<file path="src/rtl/exc_flush_ctrl.sv">
module exc_flush_ctrl #(
  parameter int XLEN = 32,
  parameter logic [XLEN-1:0] HANDLER_ADDR = 32'h4000_0040,
  parameter int CAUSE_W = 4
) (
  input  logic               clk,
  input  logic               rst_n,
  input  logic               ex_ovf,
  input  logic               id_br_taken,
  input  logic [XLEN-1:0]    ex_pc_plus4,
  input  logic [XLEN-1:0]    id_br_target,
  input  logic [XLEN-1:0]    if_pc_plus4,
  input  logic               ex_rf_we_in,
  output logic               flush_if,
  output logic               flush_id,
  output logic               flush_ex,
  output logic [1:0]         pc_sel,
  output logic [XLEN-1:0]    next_pc,
  output logic               ex_rf_we_out,
  output logic [XLEN-1:0]    epc,
  output logic [CAUSE_W-1:0] cause
);

  localparam logic [CAUSE_W-1:0] CAUSE_NONE = '0;
  localparam logic [CAUSE_W-1:0] CAUSE_OVF  = CAUSE_W'(12);
  localparam logic [1:0] SEL_SEQ = 2'd0;
  localparam logic [1:0] SEL_BR  = 2'd1;
  localparam logic [1:0] SEL_EXC = 2'd2;

  assign flush_ex     = ex_ovf;
  assign flush_id     = ex_ovf;
  assign flush_if     = ex_ovf | id_br_taken;
  assign ex_rf_we_out = ex_rf_we_in & ~ex_ovf;
  assign pc_sel       = ex_ovf ? SEL_EXC : (id_br_taken ? SEL_BR : SEL_SEQ);

  always_comb begin
    case (pc_sel)
      SEL_EXC: next_pc = HANDLER_ADDR;
      SEL_BR:  next_pc = id_br_target;
      default: next_pc = if_pc_plus4;
    endcase
  end

  always_ff @(posedge clk or negedge rst_n) begin
    if (!rst_n) begin
      epc   <= '0;
      cause <= CAUSE_NONE;
    end else if (ex_ovf) begin
      epc   <= ex_pc_plus4;
      cause <= CAUSE_OVF;
    end
  end

  AST_OVF_FLUSH_ALL: assert property (@(posedge clk) disable iff (!rst_n)
    ex_ovf |-> (flush_if && flush_id && flush_ex));
  AST_OVF_VECTOR: assert property (@(posedge clk) disable iff (!rst_n)
    ex_ovf |-> (next_pc == HANDLER_ADDR));
  AST_EPC_CAPTURE: assert property (@(posedge clk) disable iff (!rst_n)
    ex_ovf |=> (epc == $past(ex_pc_plus4)));
  AST_CAUSE_SET: assert property (@(posedge clk) disable iff (!rst_n)
    ex_ovf |=> (cause == CAUSE_OVF));
  AST_BR_IF_ONLY: assert property (@(posedge clk) disable iff (!rst_n)
    (!ex_ovf && id_br_taken) |-> (flush_if && !flush_id && !flush_ex && next_pc == id_br_target));
  AST_STATE_HOLD: assert property (@(posedge clk) disable iff (!rst_n)
    !ex_ovf |=> ($stable(epc) && $stable(cause)));
  AST_WE_KILL: assert property (@(posedge clk) disable iff (!rst_n)
    ex_ovf |-> !ex_rf_we_out);

endmodule

</file>
<file path="config.mk">
export PLATFORM = sky130hd
export DESIGN_NAME = exc_flush_ctrl
export DESIGN_NICKNAME = d
export VERILOG_FILES = /design/src/rtl/exc_flush_ctrl.sv
export SDC_FILE = /design/constraint.sdc
export NUM_CORES = 1
export LEC_CHECK = 0
export BUFFER_PORTS_ARGS = -buffer_cell sky130_fd_sc_hd__buf_2
export CAP_MARGIN = 20
export CORE_ASPECT_RATIO = 1.5
export CORE_MARGIN = 2
export CORE_UTILIZATION = 38
export DETAILED_ROUTE_END_ITERATION = 8
export PLACE_DENSITY = 0.91
export SYNTH_ARGS = -nofsm -noshare
export SYNTH_HDL_FRONTEND = slang
export SYNTH_SLANG_ARGS = --single-unit
</file>
<file path="constraint.sdc">
create_clock -name clk -period 2.8 [get_ports clk]
set_clock_uncertainty 0.1 [all_clocks]
set_input_delay 0.56 -clock clk [delete_from_list [all_inputs] [get_ports clk]]
set_output_delay 0.56 -clock clk [all_outputs]
set_load 0.05 [all_outputs]
</file>
==> Yosys cells after proc, flatten, opt, wreduce, memory -nomap -nowiden <==
Cells that the tools add are included.
Widths: inputs -> output; s select.
{ "classes": {"n_eq_ne": 2, "mux": 3, "n_bitwise": 3} }
{ "ops": {"columns": ["cell", "n"], "rows": [
  ["$pmux 32 s2", 1],
  ["$eq 2x1->1 const B", 1],
  ["$eq 2x2->1 const B", 1],
  ["$mux 2", 1],
  ["$and 1x1->1", 1],
  ["$mux 1", 1],
  ["$not 1->1", 1],
  ["$or 1x1->1", 1]
]} }
{ "word_totals": {"register_bits": 33} }

==> Logic depth before layout (Yosys ltp) <==
Gate-level depths: netlist of the first run.
{ "logic_depth": {"word_depth": 4, "depth_mapped": 4} }

==> Worst setup path after synthesis of the first run <==
No wires, ideal clock.
{ "synth_path": {"kind": "input port to output port", "start": "input port ex_ovf", "end": "output port next_pc[0]", "slack_ns": 0.501, "t_arrival_ns": 1.639, "path_stages": 4, "t_required_ns": 2.140, "cell_sequence": "buf_6 buf_6 buf_2 nor2_1"} }
{ "synth_between": {"elab_chain_len": 3, "elab_cells_between_ends": 4, "cone_classes": "eq/ne (2); mux (2)"} }
{ "synth_rtl": {"columns": ["element", "line_no", "text"], "rows": [
  ["from (decl)", "8", "input logic ex_ovf,"],
  ["$mux 2 (*)", "34", "assign pc_sel = ex_ovf ? SEL_EXC : (id_br_taken ? SEL_BR : SEL_SEQ);"],
  ["$eq 2x1->1 / $eq 2x2->1 (equally long branches)", "37", "case (pc_sel)"],
  ["$pmux 32 s2 (*)", "37", null],
  ["to (decl)", "18", "output logic [XLEN-1:0] next_pc,"]
]} }
Every way passes the cells marked *; elsewhere a longest branch is shown, timed or not.

==> Worst setup path after layout of the first run <==
{ "layout_path": {"start": "input port ex_ovf", "end": "output port next_pc[15]"} }
The elaborated chain is that of the path after synthesis.

==> results of run 1 <==
==> per-stage QoR <==
stage          util [%]  instances
3_3_place_gp       54.6        380
3_5_place_dp       54.6        380
5_1_grt            56.8        388
6_report           56.8        388
4_1_cts            56.8        388
2_1_floorplan         -        153
==> flip-flops by register name (all words and copies together), names as in the netlist <==
signal	flops
epc	32
cause	1
==> layout by cell type (no fill, tap or decap), drive strengths merged <==
cell      count
mux2i        30
dfrtp        33
clkbuf        5
conb          2
buf         177
bufinv        1
clkinvlp      1
nor2b         4
or2           2
clkinv        1
a211o         2
mux2         32
nor2         30
==> worst paths after layout <==
check | startpoint | to | slack, ns
min in group clk | cause[2] | cause[2] | 0.40
max | ex_ovf | next_pc[15] | 0.58
max reg2reg | epc[15] | epc[15] | 1.92
min | rst_n | epc[12] | 0.24
min reg2reg | cause[2] | cause[2] | 0.40
max in group asynchronous | rst_n | epc[17] | 1.89
==> routing by layer <==
metal	wire length [microns]	vias to the layer above	GRT usage, %
met1	2390	824	25.2
met4	65	0	7.22
met5	0	-	0
met2	2830	118	33.0
li1	-	838	-
met3	437	4	2.67
==> area by class of cell <==
class,instances,share of cell area (%)
clock inverters,3,1.60
repair buffers,177,31.5
multi-input cells,102,33.0
clock buffers,5,2.38
well taps,68,2.94
flip-flops and latches,33,28.6
==> report_power, final <==
group / internal (mW) / total (mW) / switching, mW
sequential: 0.523 / 0.547 / 0.0238
clock: 0.266 / 0.453 / 0.187
combinational: 0.205 / 0.636 / 0.430
==> critical path: cells and delay by family <==
family	cells	cell delay [ns]
buffers and inverters	3	0.92
and+or+nand+nor	1	0.08
==> cell families (layout without fill, tap and decap cells) <==
group                  count (synthesis)  count (layout)
other                                  1               2
and+or+nand+nor                       36              36
buffers and inverters                 18             185
muxes                                 62              62
DFF                                   33              33
AOI/OAI and AO/OA                      2               2
==> impl_metrics.py, run 1 <==
metrics = {
    "worst_setup_path": {
        "critical_path_peak_fanout": 27,
        "startpoint_type": "input port",
        "critPathRequiredTime_ns": 2.14,
        "crit_path_frequent_cell": "sky130_fd_sc_hd__buf_2",
        "cp_cell_sequence": "buf_2 -> buf_4 -> nor2_1 -> buf_2",
        "arrival_time_reported_for_the_critical_path_endpoint_ns": 1.56,
        "end_kind": "primary output",
        "crit_type": "in -> out",
        "cpPeakStageDelay_ns": 0.40,
        "worst_r2r_path_depth": 1,
        "critPathSlowestCell": "sky130_fd_sc_hd__buf_2",
    },
    "logic_synthesis": {
        "number_of_distinct_standard_cells_referenced_by_the_synthesized_netlist": 14,
        "ys_ff_latch": 33,
        "synthSimpleGateAreaFrac_pct": 7.60,
        "synth.top_cell.area_share_pct": 41.8,
        "xor_and_xnor_fraction_of_the_mapped_netlist_area_pct": 0,
        "synthAdderAreaFrac_pct": 0,
        "synthFlopType": "sky130_fd_sc_hd__dfrtp_1",
        "yosys_warnings": 0,
        "post_synth_inst_count": 152,
        "postSynthAreaPerCell_sq_um": 13.0,
        "synthMuxAreaShare_pct": 39.3,
        "synth.most_common_cell": "sky130_fd_sc_hd__dfrtp_1",
        "post_synth_instance_area_sq_um": 1980,
        "synth.yosys.seq_area_share_pct": 41.8,
        "synth_top_cells_by_count": "sky130_fd_sc_hd__dfrtp_1, sky130_fd_sc_hd__mux2_4, sky130_fd_sc_hd__mux2i_1, sky130_fd_sc_hd__nor2_1, sky130_fd_sc_hd__buf_4",
        "dominant_combinational_cell_family_by_area_after_synthesis": "multiplexers",
        "post-synth-top-area-cell": "sky130_fd_sc_hd__dfrtp_1",
        "synth_top_cells_by_area": "sky130_fd_sc_hd__dfrtp_1, sky130_fd_sc_hd__mux2_4, sky130_fd_sc_hd__mux2i_1, sky130_fd_sc_hd__nor2_1, sky130_fd_sc_hd__buf_12",
        "synth_compound_gate_area_share_pct": 0.887,
        "asyncSetResetFlopFracSynth_pct": 100,
        "synth_edf_count": 0,
    },
    "detailed_routing": {
        "ant_nets": 0,
        "drtPass1Iterations": 4,
        "via_per_inst": 4.60,
        "drc": 0,
        "drt_wl_total_mm": 5.72,
        "via_count": 1784,
        "drtIter0Drc": 76,
        "avgRoutedWirePerCell_microns": 14.7,
    },
    "sta": {
        "ratio_of_final_minimum_period_to_clock_period_pct": 79.4,
        "rsz0062_at_grt": "no",
        "final.hold.worst_slack_ns": 0.239,
        "hold_viol_final": 0,
        "timing_worst_slew_pin_value_ns": 0.743,
        "post-route-worst-setup-slack_ns": 0.578,
        "finalWorstPathRequiredPeriod_ns": 2.22,
        "setup-tns-final_ns": 0,
        "setup_viol": 0,
        "timing_max_transition_violations_final": 0,
        "max-slew-margin-rel_pct": 50.5,
        "fmaxAchievable_mhz": 450,
    },
    "global_routing": {
        "grt_pass1_vias": 1731,
        "total_routing_resource_utilization_after_global_routing_pct": 19.5,
        "grt_start_max_net_pins": 37,
        "first_pass_grt_wire_length_mm": 8.65,
        "antenna_found_initial": 0,
        "global_route.overflow_total": 0,
    },
    "cts": {
        "clock_path_buffers": 2,
        "ctsRootBufferMaster": "sky130_fd_sc_hd__clkbuf_8",
        "worst_setup_hold_path_clk_slew_ns": 0.07,
        "clock_tree.htree_level_count": 2,
        "cts_repair_resize_count": 0,
        "numClockSinks": 33,
        "clk_latency_ns": 0.28,
        "cts.repair_timing.setup_buffer_count": 0,
        "tritoncts.num_buffers": 5,
        "cts_tree": "done",
        "cts_hold_buffers": 0,
    },
    "die": {
        "starting_density_of_the_core_pct": 38.9,
        "placeableCoreArea_sq_um": 5080,
        "dieHeight_microns": 92.3,
        "die_w_microns": 62.9,
        "row_count": 32,
        "number_of_top_level_pins": 175,
        "die-area_sq_um": 5800,
    },
    "placement": {
        "place_congestion": 0.782,
        "place_worst_setup_slack_ns": 0.540,
        "place_hpwl_mm": 4.67,
        "port-buffer-count": 172,
        "placed_area_sq_um": 2770,
    },
    "run_status": {
        "run_status": "finished, final reports clean",
    },
    "layout": {
        "seqCellArea_sq_um": 826,
        "multi_input_comb_area_sq_um": 952,
        "antenna-diode-count": 0,
        "design.final.nets": 420,
        "fillCellCount": 438,
        "final_cell_area_sq_um": 2890,
        "syn_to_final_growth_pct": 46.2,
        "drive_above_1_share_pct": 68.4,
    },
    "power": {
        "peakVddDrop_mv": 0.234,
        "total_power_mw": 1.63,
        "powerDensity_nw_per_um2": 566,
        "p_leak_nw": 1.69,
    },
    "worst_hold_path": {
        "hold_class": "in -> async",
    },
    "flow_run": {
        "maxCapViolCount": 0,
    },
}
No activity file was read; power rests on OpenSTA's default activity.
==> run 2: changes to the inputs <==
Clock period 2.8 ns to 2.05 ns, I/O delays scaled along.
==> impl_metrics.py, run 2 (synthesis gave the netlist of run 1 again) <==
metrics = {
    "cts": {
        "tritoncts.num_buffers": 5,
        "clock_path_buffers": 2,
        "numClockSinks": 33,
        "cts.repair_timing.setup_buffer_count": 0,
        "cts_hold_buffers": 0,
        "cts_repair_resize_count": 0,
        "cts_tree": "done",
        "ctsRootBufferMaster": "sky130_fd_sc_hd__clkbuf_8",
        "clk_latency_ns": 0.28,
        "worst_setup_hold_path_clk_slew_ns": 0.07,
        "clock_tree.htree_level_count": 2,
    },
    "power": {
        "p_leak_nw": 1.69,
        "powerDensity_nw_per_um2": 767,
        "peakVddDrop_mv": 0.299,
    },
    "layout": {
        "fillCellCount": 467,
        "antenna-diode-count": 0,
        "reg_top3": "epc x32, cause x1",
        "largest-register": "epc",
        "final_cell_area_sq_um": 2900,
        "mostFrequentLayoutCell": "sky130_fd_sc_hd__buf_2",
        "drive_above_1_share_pct": 68.2,
        "design.final.nets": 418,
        "syn_to_final_growth_pct": 46.7,
        "multi_input_comb_area_sq_um": 952,
        "seqCellArea_sq_um": 826,
        "largest_reg_flops": 32,
        "layout.cells.most_common_list": "sky130_fd_sc_hd__buf_2, sky130_fd_sc_hd__dfrtp_1, sky130_fd_sc_hd__mux2_4",
    },
    "sta": {
        "fmaxAchievable_mhz": 552,
        "setup_viol": 0,
        "rsz0062_at_grt": "no",
        "timing_max_transition_violations_final": 0,
        "finalWorstPathRequiredPeriod_ns": 1.81,
        "setup-tns-final_ns": 0,
        "ratio_of_final_minimum_period_to_clock_period_pct": 88.4,
        "timing_worst_slew_pin_value_ns": 0.730,
        "hold_viol_final": 0,
        "max-slew-margin-rel_pct": 51.3,
    },
    "worst_setup_path": {
        "critPathRequiredTime_ns": 1.54,
        "arrival_time_reported_for_the_critical_path_endpoint_ns": 1.30,
        "critical_path_peak_fanout": 36,
        "worst_r2r_startpoint": "epc[4]",
        "critPathCapture": "next_pc[17]",
        "worst_r2r_path_depth": 1,
        "worstReg2RegEnd": "epc[4]",
        "startpoint_type": "input port",
        "crit_type": "in -> out",
        "end_kind": "primary output",
        "worstSetupStartpoint": "id_br_taken",
        "r2r_slack_ns": 1.17,
    },
    "global_routing": {
        "global_route.overflow_total": 0,
        "total_routing_resource_utilization_after_global_routing_pct": 18.9,
        "grt_pass1_vias": 1781,
        "grt_start_max_net_pins": 44,
        "antenna_found_initial": 0,
        "first_pass_grt_wire_length_mm": 8.45,
    },
    "die": {
        "row_count": 32,
        "placeableCoreArea_sq_um": 5080,
        "starting_density_of_the_core_pct": 38.9,
        "dieHeight_microns": 92.3,
        "die-area_sq_um": 5800,
        "number_of_top_level_pins": 175,
        "die_w_microns": 62.9,
    },
    "placement": {
        "placed_area_sq_um": 2780,
        "place_hpwl_mm": 4.64,
        "place_congestion": 0.754,
        "port-buffer-count": 172,
    },
    "detailed_routing": {
        "drt_wl_total_mm": 5.68,
        "via_count": 1756,
        "ant_nets": 0,
        "via_per_inst": 4.55,
        "drc": 0,
        "drtPass1Iterations": 4,
        "drtIter0Drc": 60,
        "avgRoutedWirePerCell_microns": 14.7,
    },
    "flow_run": {
        "maxCapViolCount": 0,
    },
    "worst_hold_path": {
        "hold_class": "in -> async",
    },
    "run_status": {
        "run_status": "finished, final reports clean",
    },
}
-- run 2: cell types whose count changed in the layout (fill, tap and decap cells not counted) --
cell,before,now
sky130_fd_sc_hd__buf_4,4,0
sky130_fd_sc_hd__buf_12,1,3
-- run 2: worst min path at each step --
stage / to / slack (ns) / cells past startpoint
floorplan: cause[2] / 0.01 / 0
global route: epc[12] / 0.14 / 1
CTS: epc[12] / 0.11 / 1
finish: epc[11] / 0.08 / 1
detailed placement: cause[2] / 0.38 / 1
global placement: cause[2] / 0.38 / 1
-- run 2: power by group --
part / leakage (nW) / internal (mW) / switching (mW)
Combinational: 1.25 / 0.283 / 0.584
Sequential: 0.383 / 0.714 / 0.0335
Clock: 0.0543 / 0.364 / 0.245
Total: 1.69 / 1.36 / 0.862
-- run 2: cell type report --
type                            instances  area share, %
Clock inverter                          3           1.60
Clock buffer                            5           2.37
Tap cell                               68           2.93
Sequential cell                        33           28.5
Multi-Input combinational cell        102           32.8
Timing Repair Buffer                  175           31.8
-- run 2: critical path, stage by stage --
cell	delay, ns
sky130_fd_sc_hd__buf_2	0.10
sky130_fd_sc_hd__buf_12	0.23
sky130_fd_sc_hd__mux2i_1	0.27
sky130_fd_sc_hd__nor2_1	0.06
sky130_fd_sc_hd__buf_2	0.22
-- run 2: metal layers --
layer  global-route usage (%)  share of wire [%]  vias up
met5                        0                  0        -
met3                     2.19                7.2        5
met1                     24.1                 42      794
met4                     6.11                1.4        0
met2                     33.2                 50      119
li1                         -                  -      838
-- run 2: stage by stage --
step           power (mW)  cells  setup WS (ns)  hold slack [ns]  util, %
3_3_place_gp         1.62    378          0.253            0.376     54.7
4_1_cts              2.25    386          0.204            0.108     57.0
3_5_place_dp         1.63    378          0.205            0.378     54.7
5_1_grt              2.32    386          0.156            0.142     57.0
6_report             2.22    386          0.239           0.0838     57.0
2_1_floorplan        1.40    153         0.0509           0.0144        -
